[src/rtl/pca_pkg.sv]
package pca_pkg;

    typedef enum logic {
        CMD_ALLOC   = 1'b0,
        CMD_RELEASE = 1'b1
    } cmd_kind_e;

    typedef enum logic [1:0] {
        MAP_FLAT    = 2'd0,
        MAP_SHARED  = 2'd1,
        MAP_PRIVATE = 2'd2
    } map_mode_e;

    // block number folded into a region of n sets
    function automatic logic [31:0] fold_blk(input logic [31:0] blk, input int unsigned n);
        return blk % n;
    endfunction

    // first set of private region r
    function automatic logic [31:0] region_base(input int unsigned r,
                                                input int unsigned common_sets,
                                                input int unsigned region_sets);
        return 32'(common_sets + r * region_sets);
    endfunction

endpackage

[src/rtl/pca_first_free.sv]
module pca_first_free #(
    parameter int unsigned N = 2
) (
    input  logic [N-1:0] free_vec,
    output logic [N-1:0] grant,
    output logic         any_free
);
    logic [N:0] seen;

    assign seen[0] = 1'b0;

    genvar i;
    generate
        for (i = 0; i < N; i++) begin : g_pick
            assign grant[i]  = free_vec[i] & ~seen[i];
            assign seen[i+1] = seen[i] | free_vec[i];
        end
    endgenerate

    assign any_free = seen[N];

endmodule

[src/rtl/pca_owner_tbl.sv]
module pca_owner_tbl
    import pca_pkg::*;
#(
    parameter int unsigned NREG  = 2,
    parameter int unsigned TID_W = 4
) (
    input  logic                  clk,
    input  logic                  rst,
    input  logic                  cmd_valid,
    input  logic                  cmd_kind,
    input  logic [TID_W-1:0]      cmd_tid,
    input  logic                  cmd_crit,
    output logic                  cmd_err,
    output logic [NREG-1:0]       own_vld,
    output logic [NREG*TID_W-1:0] own_tid
);
    cmd_kind_e              kind;
    logic [NREG-1:0]        hit;
    logic [NREG-1:0]        grant;
    logic                   any_free;
    logic                   any_hit;
    logic [NREG-1:0]        vld_n;
    logic [NREG*TID_W-1:0]  tid_n;
    logic                   err_n;

    assign kind = cmd_kind_e'(cmd_kind);

    genvar r;
    generate
        for (r = 0; r < NREG; r++) begin : g_match
            assign hit[r] = own_vld[r] && (own_tid[r*TID_W +: TID_W] == cmd_tid);
        end
    endgenerate

    assign any_hit = |hit;

    pca_first_free #(.N(NREG)) u_free (
        .free_vec (~own_vld),
        .grant    (grant),
        .any_free (any_free)
    );

    always_comb begin
        vld_n = own_vld;
        tid_n = own_tid;
        err_n = 1'b0;
        if (cmd_valid) begin
            case (kind)
                CMD_ALLOC: begin
                    if (cmd_crit) begin
                        if (any_hit || !any_free) begin
                            err_n = 1'b1;
                        end else begin
                            for (int k = 0; k < int'(NREG); k++) begin
                                if (grant[k]) begin
                                    vld_n[k] = 1'b1;
                                    tid_n[k*TID_W +: TID_W] = cmd_tid;
                                end
                            end
                        end
                    end
                end
                CMD_RELEASE: begin
                    if (!any_hit) err_n = 1'b1;
                    else          vld_n = own_vld & ~hit;
                end
                default: err_n = 1'b0;
            endcase
        end
    end

    always_ff @(posedge clk) begin
        if (rst) begin
            own_vld <= '0;
            own_tid <= '0;
            cmd_err <= 1'b0;
        end else begin
            own_vld <= vld_n;
            own_tid <= tid_n;
            cmd_err <= err_n;
        end
    end

    AST_RESET_CLEARS: assert property (@(posedge clk) disable iff (rst)
        $past(rst) |-> own_vld == '0);

    AST_ALLOC_ADDS_ONE: assert property (@(posedge clk) disable iff (rst)
        (cmd_valid && cmd_kind == 1'b0) |=> $countones(own_vld & ~$past(own_vld)) <= 1);

    AST_ERR_KEEPS_TABLE: assert property (@(posedge clk) disable iff (rst)
        cmd_err |-> own_vld == $past(own_vld));

    AST_NONCRIT_NO_GRANT: assert property (@(posedge clk) disable iff (rst)
        (cmd_valid && cmd_kind == 1'b0 && !cmd_crit) |=> (own_vld == $past(own_vld)) && !cmd_err);

    AST_RELEASE_NO_ADD: assert property (@(posedge clk) disable iff (rst)
        (cmd_valid && cmd_kind == 1'b1) |=> (own_vld & ~$past(own_vld)) == '0);

    AST_ERR_NEEDS_CMD: assert property (@(posedge clk) disable iff (rst)
        cmd_err |-> $past(cmd_valid));

    generate
        for (r = 0; r < NREG; r++) begin : g_uniq
            logic [NREG-1:0] same;
            for (genvar j = 0; j < NREG; j++) begin : g_cmp
                assign same[j] = own_vld[r] && own_vld[j] &&
                                 (own_tid[j*TID_W +: TID_W] == own_tid[r*TID_W +: TID_W]);
            end
            AST_ONE_REGION_PER_TASK: assert property (@(posedge clk) disable iff (rst)
                $countones(same) <= 1);
        end
    endgenerate

endmodule

[src/rtl/pca_set_map.sv]
module pca_set_map
    import pca_pkg::*;
#(
    parameter int unsigned NREG        = 2,
    parameter int unsigned TID_W       = 4,
    parameter int unsigned REGION_SETS = 4,
    parameter int unsigned COMMON_SETS = 8,
    parameter int unsigned OFF_W       = 6,
    parameter int unsigned ADDR_W      = 16,
    localparam int unsigned TOTAL_SETS = NREG * REGION_SETS + COMMON_SETS,
    localparam int unsigned SET_W      = $clog2(TOTAL_SETS)
) (
    input  logic                  clk,
    input  logic                  rst,
    input  logic                  part_en,
    input  logic                  acc_valid,
    input  logic [TID_W-1:0]      acc_tid,
    input  logic [ADDR_W-1:0]     acc_addr,
    input  logic                  acc_priv,
    input  logic [NREG-1:0]       own_vld,
    input  logic [NREG*TID_W-1:0] own_tid,
    output logic [SET_W-1:0]      set_idx,
    output logic                  permitted,
    output logic                  private_hit
);
    logic [NREG-1:0] owns;
    logic [31:0]     blk;
    logic [31:0]     base;
    logic [31:0]     idx32;
    map_mode_e       mode;

    genvar r;
    generate
        for (r = 0; r < NREG; r++) begin : g_own
            assign owns[r] = own_vld[r] && (own_tid[r*TID_W +: TID_W] == acc_tid);
        end
    endgenerate

    assign blk = 32'(acc_addr) >> OFF_W;

    always_comb begin
        base = region_base(0, COMMON_SETS, REGION_SETS);
        for (int k = 0; k < int'(NREG); k++) begin
            if (owns[k]) base = region_base(k, COMMON_SETS, REGION_SETS);
        end
    end

    always_comb begin
        if (!part_en)                 mode = MAP_FLAT;
        else if (acc_priv && |owns)   mode = MAP_PRIVATE;
        else                          mode = MAP_SHARED;
    end

    always_comb begin
        case (mode)
            MAP_PRIVATE: idx32 = base + fold_blk(blk, REGION_SETS);
            MAP_SHARED:  idx32 = fold_blk(blk, COMMON_SETS);
            default:     idx32 = fold_blk(blk, TOTAL_SETS);
        endcase
    end

    assign set_idx     = SET_W'(idx32);
    assign private_hit = (mode == MAP_PRIVATE);
    assign permitted   = acc_valid;

    AST_PRIV_IN_REGIONS: assert property (@(posedge clk) disable iff (rst)
        (part_en && private_hit) |-> 32'(set_idx) >= COMMON_SETS);

    AST_PRIV_NEEDS_HINT: assert property (@(posedge clk) disable iff (rst)
        private_hit |-> (acc_priv && part_en));

    AST_SHARED_IN_POOL: assert property (@(posedge clk) disable iff (rst)
        (part_en && !private_hit) |-> 32'(set_idx) < COMMON_SETS);

    AST_FLAT_NO_PRIV: assert property (@(posedge clk) disable iff (rst)
        !part_en |-> !private_hit);

endmodule

[src/rtl/pca_top.sv]
module pca_top #(
    parameter int unsigned NREG        = 2,
    parameter int unsigned TID_W       = 4,
    parameter int unsigned REGION_SETS = 4,
    parameter int unsigned COMMON_SETS = 8,
    parameter int unsigned OFF_W       = 6,
    parameter int unsigned ADDR_W      = 16,
    localparam int unsigned TOTAL_SETS = NREG * REGION_SETS + COMMON_SETS,
    localparam int unsigned SET_W      = $clog2(TOTAL_SETS)
) (
    input  logic              clk,
    input  logic              rst,
    input  logic              cmd_valid,
    input  logic              cmd_kind,
    input  logic [TID_W-1:0]  cmd_tid,
    input  logic              cmd_crit,
    output logic              cmd_err,
    input  logic              part_en,
    input  logic              acc_valid,
    input  logic [TID_W-1:0]  acc_tid,
    input  logic [ADDR_W-1:0] acc_addr,
    input  logic              acc_priv,
    output logic [SET_W-1:0]  set_idx,
    output logic              permitted,
    output logic              private_hit
);
    logic [NREG-1:0]       own_vld;
    logic [NREG*TID_W-1:0] own_tid;

    pca_owner_tbl #(.NREG(NREG), .TID_W(TID_W)) u_tbl (
        .clk       (clk),
        .rst       (rst),
        .cmd_valid (cmd_valid),
        .cmd_kind  (cmd_kind),
        .cmd_tid   (cmd_tid),
        .cmd_crit  (cmd_crit),
        .cmd_err   (cmd_err),
        .own_vld   (own_vld),
        .own_tid   (own_tid)
    );

    pca_set_map #(
        .NREG        (NREG),
        .TID_W       (TID_W),
        .REGION_SETS (REGION_SETS),
        .COMMON_SETS (COMMON_SETS),
        .OFF_W       (OFF_W),
        .ADDR_W      (ADDR_W)
    ) u_map (
        .clk         (clk),
        .rst         (rst),
        .part_en     (part_en),
        .acc_valid   (acc_valid),
        .acc_tid     (acc_tid),
        .acc_addr    (acc_addr),
        .acc_priv    (acc_priv),
        .own_vld     (own_vld),
        .own_tid     (own_tid),
        .set_idx     (set_idx),
        .permitted   (permitted),
        .private_hit (private_hit)
    );

endmodule

[config.mk]
export PLATFORM = sky130hd
export DESIGN_NAME = pca_top
export DESIGN_NICKNAME = d
export VERILOG_FILES = /design/src/rtl/pca_pkg.sv /design/src/rtl/pca_first_free.sv /design/src/rtl/pca_owner_tbl.sv /design/src/rtl/pca_set_map.sv /design/src/rtl/pca_top.sv
export SDC_FILE = /design/constraint.sdc
export NUM_CORES = 1
export LEC_CHECK = 0
export BUFFER_PORTS_ARGS = -buffer_cell sky130_fd_sc_hd__buf_2
export CORE_MARGIN = 8
export CORE_UTILIZATION = 38
export DETAILED_ROUTE_END_ITERATION = 12
export PLACE_DENSITY = 0.73
export SETUP_SLACK_MARGIN = 0.02
export SYNTH_ARGS = -nofsm -noshare
export SYNTH_HDL_FRONTEND = slang
export SYNTH_SLANG_ARGS = --single-unit
[constraint.sdc]
create_clock -name clk -period 1.4 [get_ports clk]
set_input_delay 0.28 -clock clk [delete_from_list [all_inputs] [get_ports clk]]
set_output_delay 0.28 -clock clk [all_outputs]
set_load 0.01 [all_outputs]
# After elaboration in Yosys (flattened, before gate mapping)
# Index checks and enable logic that the tools add are counted.
word_totals:
  ff_bits: 11
  inputBits: 32
  output_inout_bits: 7
  wordCells: 54
classes:
  n_addsub: 1
  eq_ne: 11
  mux: 14
  bitwise_logic: 9
  n_reduce_logical: 14
op_table:
  columns: ["cell", "count"]
  rows:
  - ["5-bit AND reduction", 4]
  - ["4-bit == test", 4]
  - ["2-bit 2-to-1 mux", 5]
  - ["4-bit case mux with 2 select lines", 1]
  - ["2-bit inequality test, second input constant", 3]
  - ["2-bit OR reduction", 3]
  - ["1-bit logical AND", 5]
  - ["1-bit 2-to-1 mux", 5]
  - ["4-bit by 2-bit adder with 4-bit output", 1]
  - ["2-bit by 1-bit inequality test with 1-bit output, second input constant", 2]
  - ["1-bit NOT", 4]
  - ["2-bit NOT", 2]
  - ["2-bit case mux with 2 select lines", 1]
  - ["3-bit 2-to-1 mux", 1]
  - ["2-bit bitwise AND", 1]
  - ["2-bit by 1-bit == test with 1-bit output, second input constant", 1]
  - ["2-bit == test, second input constant", 1]
  - ["1-bit case mux with 2 select lines", 1]
  - ["1-bit bitwise AND", 1]
  - ["1-bit logical NOT", 1]
  - ["1-bit logical OR", 1]
  - ["1-bit OR", 1]

# Depth between registers and ports, before layout
# Gate-level depths: netlist (run 1).
logic_depth:
  depth_word: 8
  depth_mapped: 5
  depth_no_buf: 5

# By module
# Synthesis (run 1) repeated with hierarchy kept, for this count alone.
unflattened:
  cells_unflattened: 83
  hier_area_um2: 789.5
by_module_without_submodules:
  columns: ["module", "instances", "cells_per_inst", "area_each_um2", "seq_area_each_um2"]
  rows:
  - ["pca_owner_tbl", 1, 61, 616.8, 220.2]
  - ["pca_set_map", 1, 19, 152.6, 0.0]
  - ["pca_first_free", 1, 3, 20.0, 0.0]

# Least setup slack after synthesis (run 1)
# Ideal clock, no wire load.
synth_timing:
  kind: "flip-flop to output port"
  from: "reg u_tbl.own_tid[7]"
  to: "out set_idx[3]"
  arrival_time_ps: 1187
  t_required_ps: 1120
  path_slack_ps: -67
  path_stages_with_launch: 5
  path_buffers: 0
  path_cell_list: "dfxtp_1 xor2_1 nor4_1 o211a_1 a21o_1"
synth_via:
  elab_chain_len: 8
  elab_cells_between_ends: 11
  classes_between: "1 x add/sub; 3 x eq/ne; 4 x mux; 3 x reduce/logical"
synth_rtl:
  columns: ["element", "line", "rtl"]
  rows:
  - ["start, declared", "pca_owner_tbl.sv:15", "output logic [NREG*TID_W-1:0] own_tid"]
  - ["start signal, assigned", "pca_owner_tbl.sv:79", "own_tid <= tid_n;"]
  - ["4-bit == test", "pca_set_map.sv:35", "assign owns[r] = own_vld[r] && (own_tid[r*TID_W +: TID_W] == acc_tid);"]
  - ["1-bit logical AND", "pca_set_map.sv:35", null]
  - ["2-bit OR reduction", "pca_set_map.sv:50", "else if (acc_priv && |owns) mode = MAP_PRIVATE;"]
  - ["1-bit logical AND", "pca_set_map.sv:50", null]
  - ["2-bit 2-to-1 mux", "pca_set_map.sv:50", null]
  - ["2-bit 2-to-1 mux", "pca_set_map.sv:49", "if (!part_en) mode = MAP_FLAT;"]
  - ["2-bit == test", null, null]
  - ["named net private_hit", "pca_top.sv:25", "output logic private_hit"]
  - ["4-bit case mux with 2 select lines", "pca_set_map.sv:55", "case (mode)"]
  - ["end, declared", "pca_top.sv:23", "output logic [SET_W-1:0] set_idx,"]
# The timed path passes the listed nets, and every way through them passes these cells.

# Worst setup path after layout (run 1)
layout_timing:
  from: "reg u_tbl.own_tid[7]"
  to: "out set_idx[3]"
layout_via:
  elab_chain_len: 8
  elab_cells_between_ends: 11
  classes_between: "1 x add/sub; 3 x eq/ne; 4 x mux; 3 x reduce/logical"
layout_rtl:
  columns: ["element", "line"]
  rows:
  - ["4-bit == test (*)", "pca_set_map.sv:35"]
  - ["1-bit logical AND (*)", "pca_set_map.sv:35"]
  - ["2-bit OR reduction", "pca_set_map.sv:50"]
  - ["1-bit logical AND", "pca_set_map.sv:50"]
  - ["2-bit 2-to-1 mux", "pca_set_map.sv:50"]
  - ["2-bit 2-to-1 mux", "pca_set_map.sv:49"]
  - ["2-bit by 1-bit == test with 1-bit output or 2-bit == test (tied branches)", "pca_set_map.sv:55"]
  - ["4-bit case mux with 2 select lines (*)", "pca_set_map.sv:55"]
# Mark *: on every way between the ends. The rest lies on a longest branch, timed or not.

==> results of run 1 <==
==> state kept, by name, summed over array words and instances (netlist names) <==
register and count:
u_tbl.cmd_err 1, u_tbl.own_tid 8, u_tbl.own_vld 2
==> placed cells by master (no fill, tap or decap) <==
cell type | Yosys | layout
a221oi_2 | 0 | 1
nand3_2 | 0 | 1
buf_4 | 3 | 14
nand2b_1 | 1 | 1
dfxtp_1 | 11 | 3
clkbuf_4 | 0 | 3
a32o_2 | 0 | 1
nor2_1 | 14 | 14
o211a_1 | 1 | 1
dfxtp_2 | 0 | 8
nand4b_1 | 1 | 1
a22oi_2 | 0 | 1
nand4_1 | 1 | 1
nand3_1 | 2 | 1
buf_2 | 0 | 19
nor3_1 | 1 | 1
xor2_2 | 0 | 1
mux2i_2 | 0 | 1
nand2_1 | 6 | 4
xnor2_2 | 0 | 4
xor2_1 | 10 | 7
a21oi_2 | 0 | 2
clkbuf_1 | 1 | 1
nand2_2 | 0 | 2
buf_6 | 0 | 8
nor4_2 | 0 | 2
nor4_4 | 1 | 1
or2_1 | 1 | 1
xor2_4 | 0 | 2
inv_1 | 1 | 1
a211oi_4 | 1 | 1
xnor2_1 | 6 | 2
mux2i_1 | 8 | 7
a21o_1 | 1 | 1
==> cells in the mapped netlist, types with 2 or more instances <==
library cell / instances / area share (%)
a21oi_1: 2 / 1.4
buf_4: 3 / 3.2
dfxtp_1: 11 / 32
mux2i_1: 8 / 12
nand2_1: 6 / 3.2
nand3_1: 2 / 1.4
nor2_1: 14 / 7.6
nor4_1: 2 / 1.8
xnor2_1: 6 / 7.6
xor2_1: 10 / 13
==> where the power goes <==
part	internal (mW)	switching, mW	total (mW)
sequential	0.321	0.00543	0.326
clock	0.110	0.112	0.222
combinational	0.0897	0.0865	0.176
==> final cells by class <==
| class | count | area, um^2 | area share [%] |
|---|---|---|---|
| Clock buffer | 4 | 26.3 | 2.29 |
| Inverter | 1 | 3.75 | 0.327 |
| Multi-Input combinational cell | 62 | 567 | 49.3 |
| Sequential cell | 11 | 230 | 20.0 |
| Tap cell | 25 | 31.3 | 2.72 |
| Timing Repair Buffer | 41 | 290 | 25.3 |
==> routing by layer <==
layer	vias to the layer above	global-route usage, %	part of all wire [%]
met4	0	7.17	0.66
met2	17	22.1	54
met3	2	3.70	5.7
li1	346	-	-
met1	352	13.6	40
met5	-	0	0
==> worst max-delay path, cell delays in order (launching register included) <==
cell and delay (ps):
dfxtp_2 340, xor2_1 150, nor4_2 290, buf_4 160, o211a_1 150, a21o_1 80
buf_2 120
==> what timing repair did <==
action / in CTS / in global routing
pin swaps: 10 / 14
gates cloned: 0 / 0
endpoints found under the setup margin: 14 / 14
setup buffers: 3 / 3
gates resized for setup: 20 / 14
endpoints found under the hold margin: 0 / 0
==> through the flow <==
stage	area [um^2]	total power, mW
after global routing	1150	0.763
final	1150	0.724
after floorplan	704	0.409
after detailed placement	960	0.479
after global placement	960	0.473
after CTS	1100	0.723
==> worst min-delay path by stage <==
stage	slack, ps	endpoint	cells after the start
floorplan	420	u_tbl.own_tid[4]	2
global placement	530	u_tbl.own_tid[6]	2
detailed placement	560	u_tbl.own_tid[7]	2
CTS	330	u_tbl.own_tid[3]	2
global route	350	u_tbl.own_tid[4]	2
finish	320	u_tbl.own_vld[1]	2
==> cells by family (layout without fill, tap and decap cells) <==
family | count (synthesis) | in the layout | share of synthesized area, %
buffers and inverters | 5 | 46 | 4.32
xor gates and xnor gates | 16 | 16 | 20.1
DFF | 11 | 11 | 31.7
and+or+nand+nor | 30 | 30 | 21.8
AOI/OAI and AO/OA | 8 | 8 | 10.6
muxes | 8 | 8 | 11.5
==> summary.md, run 1 <==
| Metric | Value |
|---|---|
| Cell area after synthesis | `696 um^2` |
| Share of layout cells above drive strength 1 | `60.5%` |
| Setup TNS | `-2760 ps` |
| Hold/Removal Path Class | `input port to flip-flop` |
| Util after Layout | `66.5%` |
| Initial Utilization | `between 40% and 50%` |
| Antenna violations before repair | `0` |
| CTS clk-pin slew, worst paths | `around 70 ps` |
| Cells after DPL | `139` |
| Highest clock rate | `544 MHz` |
| Buffers from clock root to sink, at most | `2` |
| Htree depth | `1` |
| Post-DP HPWL | `between 1000 and 1500 um` |
| Vias per cell | `approximately 5` |
| Die width | `58.8 um` |
| Final Hold Viols | `0` |
| Die ar. | `0.00346 mm^2` |
| Unique masters post-synth | `24` |
| FF+latch count, synth | `11` |
| Clk Latency, worst-skew pair | `270 ps` |
| CTS tree | `done` |
| Hold buffers post-CTS | `0` |
| Async SR Flop Fraction | `0%` |
| Max Cap Viol | `0` |
| Drt wl/cell | `14.8 um` |
| Status | `finished, violations left` |
| R2r endpoint | `u_tbl.own_tid[3]` |
| Violated checks | `negative setup slack` |
| Final Cycle Share | `131%` |
| Antenna viol nets, final | `0` |
| Fill cells | `144` |
| Worst path required time | `1120 ps` |
| Worst Min Path Start | `rst` |
| Syn Area/Cell | `between 8 and 9 um^2` |
| Vias in the first global route | `roughly 770` |
| Worst Path Arrival | `1560 ps` |
| CP Class | `flip-flop to output port` |
| DRC viols | `0` |
| Total track usage | `12.8%` |
| Hold slack | `325 ps` |
| Worst-margin pin slew | `381 ps` |
| I/O Buffers | `20` |
| CP Capture Type | `output port` |
| Wire length of the first global-routing pass | `~3400 um` |
| Synth warn | `0` |
| Rows | `15` |
| GPL Wtd Cong | `0.717` |
| Post-Route WL | `2130 um` |
| Initial DRC count | `6` |
| Final setup viols | `13` |
| Crit path time final | `1840 ps` |
| Leak | `0.538 nW` |
| Syn Nets | `110` |
| Diodes inserted | `0` |
| Max_slew headroom | `74.5%` |
| Total CTS buffers | `3` |
| I/O pins | `39` |
| RSZ-0062 raised after global routing | `true` |
| Reg-to-Reg Start | `u_tbl.own_tid[6]` |
| Largest net degree at the start of global routing | `13` |
| Cells after Synth | `78` |
| Worst vdd ir | `about 490 uV` |
| CP startpoint | `u_tbl.own_tid[7]` |
| CTS root buffer | `clkbuf_4` |
| Fin cells | `approximately 140` |
| CP Capture Point | `set_idx[3]` |
| Pre-CTS setup slack | `-343 ps` |
| Seq/Total Area, Yosys | `approximately a third` |
| Reg2reg setup slack | `-290 ps` |
| Setup ws final | `-440 ps` |
| Die H | `58.8 um` |
| Most used DFF post-synth | `dfxtp_1` |
| GRT overflow | `0` |
| Core area | `0.00173 mm^2` |
| Vias post-DR | `~720` |
| Number of synthesized flops with an enable pin | `0` |
| Layout Skew | `roughly 0.45 ps` |
| Startpoint Class | `flip-flop` |
| Reg2reg path depth | `7` |
| Pwr Density | `between 600 and 700 mW/mm^2` |
| Area grow syn2layout | `65.1%` |
| First-pass DRT Iterations | `4` |
| Crit-path max FO | `2` |
| Clock Sinks | `11` |
| Final slew viol count | `0` |
| Layout net count | `152` |
Power figures use the tool's default switching activity.
==> run 2, diff against run 1 <==
--- a/config.mk
+++ b/config.mk
@@ -11,6 +11,7 @@
 export DETAILED_ROUTE_END_ITERATION = 12
 export PLACE_DENSITY = 0.73
 export SETUP_SLACK_MARGIN = 0.02
+export SKIP_LAST_GASP = 1
 export SYNTH_ARGS = -nofsm -noshare
 export SYNTH_HDL_FRONTEND = slang
 export SYNTH_SLANG_ARGS = --single-unit
==> run 2 against run 1 <==
  * The flow still finishes with violations (negative setup slack)
  * Combinational power decreased by 2%
  * Routed wire length decreased by 2.1%
  * Worst setup slack worse by 13 ps
  * Sequential share of layout area increased by 0.38 points
  * Critical path depth did not move
  * Register-to-register slack lost 20 ps
==> summary.md, run 2 (synthesized netlist as in run 1, its figures left out) <==
| Metric | Value |
|---|---|
| Buffers from clock root to sink, at most | `2` |
| Highest clock rate | `540 MHz` |
| Layout Skew | `4.08 ps` |
| R2r endpoint | `u_tbl.own_tid[3]` |
| Status | `finished, violations left` |
| RSZ-0062 raised after global routing | `true` |
| Worst vdd ir | `485 uV` |
| I/O Buffers | `20` |
| Vias post-DR | `722` |
| M1 wire length | `about 820 um` |
| Violated checks | `negative setup slack` |
| Largest regs | `u_tbl.own_tid (8), u_tbl.own_vld (2), u_tbl.cmd_err (1)` |
| Htree depth | `1` |
| Share of layout cells above drive strength 1 | `59.7%` |
| Worst Path Arrival | `1570 ps` |
| Die ar. | `0.00346 mm^2` |
| Max_slew headroom | `74.4%` |
| Post-Route WL | `2080 um` |
| Hold-critical path endpoint | `u_tbl.own_tid[5]` |
| Rows | `15` |
| CTS root buffer | `clkbuf_4` |
| Leak | `0.535 nW` |
| Hold depth | `2` |
| Total CTS buffers | `3` |
| Setup ws final | `-453 ps` |
| Vias per cell | `5.01` |
| Worst path required time | `between 1000 and 1500 ps` |
| Most flop-heavy register | `u_tbl.own_tid` |
| Commonest non-fill, non-tap cell in the layout | `buf_2` |
| Area grow syn2layout | `62.1%` |
| Util after Layout | `65.3%` |
| Clock Sinks | `11` |
| Crit-path max FO | `2` |
| Vias in the first global route | `756` |
| Post-DP HPWL | `1470 um` |
| Max FFs per register | `8` |
| Final Hold Viols | `0` |
| Worst-margin pin slew | `around 380 ps` |
| Drt wl/cell | `14.5 um` |
| Pwr Density | `between 600 and 700 mW/mm^2` |
| Final Cycle Share | `132%` |
| Final slew viol count | `0` |
| Most frequent cells in the layout | `20 x buf_2, 16 x buf_4, 14 x nor2_1, 8 x xor2_1, 8 x dfxtp_2` |
| CP Class | `flip-flop to output port` |
| DRC viols | `0` |
| I/O pins | `39` |
| Die H | `58.8 um` |
| CTS clk-pin slew, worst paths | `80 ps` |
| Antenna viol nets, final | `0` |
| Layout net count | `152` |
| Met3 wire length | `151 um` |
| Hold slack | `328 ps` |
| GRT overflow | `0` |
| Fill cells | `150` |
| Reg2reg path depth | `7` |
| Die width | `58.8 um` |
| GPL Wtd Cong | `0.717` |
| Initial Utilization | `40.3%` |
| CTS tree | `done` |
| Clk Latency, worst-skew pair | `270 ps` |
| Wire length of the first global-routing pass | `3260 um` |
| Highest metal used | `met4` |
| Crit path time final | `1850 ps` |
| Max Cap Viol | `0` |
| Reg-to-Reg Start | `u_tbl.own_tid[6]` |
| CP Capture Type | `output port` |
| WL met2 | `1100 um` |
| Diodes inserted | `0` |
| Antenna violations before repair | `0` |
| First-pass DRT Iterations | `4` |
| Startpoint Class | `flip-flop` |
| Core area | `between 0.0015 and 0.002 mm^2` |
| Final setup viols | `10` |
| Hold buffers post-CTS | `0` |
| Largest net degree at the start of global routing | `13` |
| Worst Min Path Start | `rst` |
| Reg2reg setup slack | `-310 ps` |
| Hold/Removal Path Class | `input port to flip-flop` |
| Initial DRC count | `14` |
| Total track usage | `12.4%` |
[run 2: changes by cell type in the layout (fill, tap and decap cells not counted)]
cell	previous run	this run
xor2_2	1	0
buf_6	8	5
buf_4	14	16
buf_2	19	20
xor2_1	7	8
[run 2: worst max path at each step]
stage | from | end | slack (ps) | depth (start not counted)
2_1_floorplan | u_tbl.own_tid[0] | set_idx[3] | -60 | 5
5_1_grt | u_tbl.own_tid[0] | set_idx[2] | -570 | 6
3_5_place_dp | acc_tid[0] | set_idx[2] | -340 | 7
6_report | u_tbl.own_tid[7] | set_idx[3] | -450 | 6
4_1_cts | u_tbl.own_tid[3] | set_idx[2] | -440 | 5
3_3_place_gp | acc_tid[0] | set_idx[2] | -300 | 7
[run 2: cell type report]
| type | instances | area [um^2] | area share [%] |
|---|---|---|---|
| Multi-Input combinational cell | 62 | 559 | 49.6 |
| Timing Repair Buffer | 41 | 277 | 24.5 |
| Sequential cell | 11 | 230 | 20.4 |
| Tap cell | 25 | 31.3 | 2.77 |
| Clock buffer | 4 | 26.3 | 2.33 |
| Inverter | 1 | 3.75 | 0.333 |
[run 2: critical path, stage by stage (launching register included)]
cell,delay (ps)
dfxtp_2,350
xor2_1,170
nor4_2,280
buf_4,150
o211a_1,150
a21o_1,80
buf_2,120
[run 2: routing by layer]
metal / vias up / global-route usage (%)
met5: - / 0
met4: 0 / 7.17
met3: 2 / 3.70
met2: 19 / 21.5
met1: 353 / 12.8
li1: 348 / -
[run 2: repair_timing]
action,4_1_cts,5_1_grt
pin swaps,9,13
resized for setup,16,14
setup endpoints to repair,14,14
buffers inserted,3,2
cloned,0,0
[run 2: metrics by stage]
step / setup TNS, ps / instance area [um^2] / total power [mW] / cells / setup slack, ps
5_1_grt: -4290 / 1130 / 0.759 / 144 / -566
6_report: -2960 / 1130 / 0.723 / 144 / -453
3_3_place_gp: -1750 / 960 / 0.473 / 139 / -303
4_1_cts: -2590 / 1090 / 0.720 / 146 / -438
2_1_floorplan: -81.4 / 704 / 0.409 / 78 / -64.0
3_5_place_dp: -2230 / 960 / 0.479 / 139 / -343
[run 2: where the power goes]
group          internal [mW]  switching, mW  total, mW
combinational         0.0862         0.0862      0.172
clock                  0.110          0.115      0.225
sequential             0.321        0.00481      0.325
==> run 3, diff against run 2 <==
--- a/config.mk
+++ b/config.mk
@@ -9,6 +9,7 @@
 export CORE_MARGIN = 8
 export CORE_UTILIZATION = 38
 export DETAILED_ROUTE_END_ITERATION = 12
+export GPL_TIMING_DRIVEN = 0
 export PLACE_DENSITY = 0.73
 export SETUP_SLACK_MARGIN = 0.02
 export SKIP_LAST_GASP = 1
==> run 3 against run 2 <==
  * The run still ends with negative setup slack left
  * Worst hold slack worse by 15 ps
  * Design area increased by 6.8%
  * Count of clock-buffer cells in the layout is the same
  * Utilization increased by 4.4 points
  * First-iteration DRC count up 43%
  * Critical path depth fell by 1
  * Power up 2.4%
  * Non-clock buffer count shrank 3
==> summary.md, run 3 (synthesized netlist as in run 1, its figures left out) <==
| Metric | Value |
|---|---|
| Worst-path cell with the longest stage delay | `dfxtp_2` |
| DRC viols | `0` |
| Core area | `0.00173 mm^2` |
| Largest net degree at the start of global routing | `11` |
| Crit-path max cell delay | `340 ps` |
| RSZ-0062 raised after global routing | `true` |
| CP Class | `flip-flop to output port` |
| Antenna viol nets, final | `0` |
| Max FFs per register | `8` |
| Sequential group share of total power | `about 44%` |
| Clk Latency, worst-skew pair | `270 ps` |
| Clk network pwr share | `30.2%` |
| Total CTS buffers | `3` |
| Worst Path Arrival | `1550 ps` |
| Util after Layout | `69.7%` |
| Vias per cell | `5.04` |
| Layout Skew | `2.99 ps` |
| Total track usage | `11.9%` |
| Startpoint Class | `flip-flop` |
| Buffers from clock root to sink, at most | `2` |
| Final slew viol count | `0` |
| Total net switching power | `about 0.22 mW` |
| Dpl cell area | `roughly 850 um^2` |
| CP Capture Type | `output port` |
| CP startpoint | `u_tbl.own_tid[3]` |
| Final setup viols | `14` |
| Leak | `between 0.5 and 0.6 nW` |
| Largest regs | `u_tbl.own_tid (8), u_tbl.own_vld (2), u_tbl.cmd_err (1)` |
| Final Hold Viols | `0` |
| GRT overflow | `0` |
| Pwr Density | `615 mW/mm^2` |
| Wire length of the first global-routing pass | `approximately 3200 um` |
| Most flop-heavy register | `u_tbl.own_tid` |
| Violated checks | `negative setup slack` |
| Die width | `roughly 59 um` |
| CTS root buffer | `clkbuf_4` |
| I/O Buffers | `23` |
| Vias in the first global route | `approximately 700` |
| Setup TNS | `-2430 ps` |
| Post-DP HPWL | `1350 um` |
| CTS tree | `done` |
| I/O pins | `39` |
| Initial Utilization | `40.3%` |
| Diodes inserted | `0` |
| Reg2reg setup slack | `-180 ps` |
| Buf+Inv Stages, Crit Path | `1` |
| Sw frac | `29.9%` |
| Status | `finished, violations left` |
| Reg2reg path depth | `7` |
| CP Capture Point | `set_idx[2]` |
| Fill cells | `between 100 and 150` |
| Rows | `15` |
| Crit-path max FO | `2` |
| Layout net count | `149` |
| Post-Route WL | `2180 um` |
| Worst path required time | `1120 ps` |
| Die H | `58.8 um` |
| Vias post-DR | `711` |
| Worst-margin pin slew | `approximately 520 ps` |
| Worst vdd ir | `686 uV` |
| Reg-to-Reg Start | `u_tbl.own_tid[7]` |
| Max Cap Viol | `0` |
| Setup ws final | `-426 ps` |
| R2r endpoint | `u_tbl.own_tid[3]` |
| Most frequent cells in the layout | `22 x buf_2, 14 x nor2_1, 8 x mux2i_1, 8 x buf_4, 7 x buf_6` |
| Area grow syn2layout | `73.0%` |
| Crit path time final | `around 1800 ps` |
| Sequence of cells on the critical path | `xor2_2 -> nor4_4 -> nand3_1 -> a32o_2 -> buf_6` |
| Htree depth | `1` |
| GPL Wtd Cong | `around 0.76` |
| Final Cycle Share | `130%` |
| Critical Path Stages | `5` |
| Fin area | `around 0.0012 mm^2` |
| Antenna violations before repair | `0` |
| Highest clock rate | `548 MHz` |
| Pint | `0.519 mW` |
| First-pass DRT Iterations | `6` |
| Power, Total | `0.740 mW` |
| Drt wl/cell | `15.5 um` |
| Initial DRC count | `20` |
| Pre-CTS setup slack | `-400 ps` |
| Crit-path leading delay family | `simple AND/OR/NAND/NOR gates` |
| Commonest non-fill, non-tap cell in the layout | `buf_2` |
| Hold/Removal Path Class | `input port to flip-flop` |
| Max_slew headroom | `65.3%` |
| CTS clk-pin slew, worst paths | `about 70 ps` |
| Share of layout cells above drive strength 1 | `63.8%` |
| Combinational Power Share | `25.7%` |
| Clock Sinks | `11` |
| Die ar. | `0.00346 mm^2` |
-- run 3: layout make-up --
type,count,area (um^2),share of cell area [%]
Buffer,4,26.3,2.18
Clock buffer,4,26.3,2.18
Multi-Input combinational cell,62,648,53.8
Tap cell,25,31.3,2.60
Inverter,1,3.75,0.312
Timing Repair Buffer,34,226,18.8
Sequential cell,11,241,20.1
-- run 3: metrics by stage --
step	hold slack, ps	instances
2_1_floorplan	424	78
3_3_place_gp	507	126
3_5_place_dp	518	126
4_1_cts	318	139
5_1_grt	348	141
6_report	313	141
-- run 3: per-layer routing --
layer	track usage [%]	part of all wire, %
met3	3.48	6.5
met5	0	0
met4	5.12	1.9
met1	12.4	40
met2	21.7	52
-- run 3: worst min-delay path by stage --
stage,start,to,slack (ps),cells past startpoint
2_1_floorplan,cmd_tid[0],u_tbl.own_tid[4],420,2
3_3_place_gp,u_tbl.own_tid[0],u_tbl.own_tid[0],510,2
6_report,cmd_tid[0],u_tbl.own_tid[0],310,3
4_1_cts,cmd_tid[0],u_tbl.own_tid[0],320,3
5_1_grt,cmd_tid[0],u_tbl.own_tid[4],350,3
3_5_place_dp,u_tbl.own_tid[0],u_tbl.own_tid[0],520,2
-- run 3: worst reg2reg max path: cells and delay by family, from the launching register on --
family                 cells  cell delay (ps)
AO/OA/AOI/OAI              1              130
XOR/XNOR                   1              150
flip-flops                 1              370
buffers and inverters      2              260
AND/OR/NAND/NOR            2              410
multiplexers               1              140
-- run 3: timing repair --
item                       4_1_cts  5_1_grt
setup endpoints to repair       13       14
buffers inserted                 9        2
pin swaps                       14        7
resized for setup               30       16
hold buffers                     0        0
-- run 3: power by group through the flow --
stage               clock network [mW]  registers [mW]  logic, mW
finish                           0.224           0.326      0.190
global route                     0.238           0.327      0.203
CTS                              0.225           0.331      0.166
detailed placement                   0           0.336      0.128
global placement                     0           0.336      0.123
floorplan                            0           0.335     0.0736
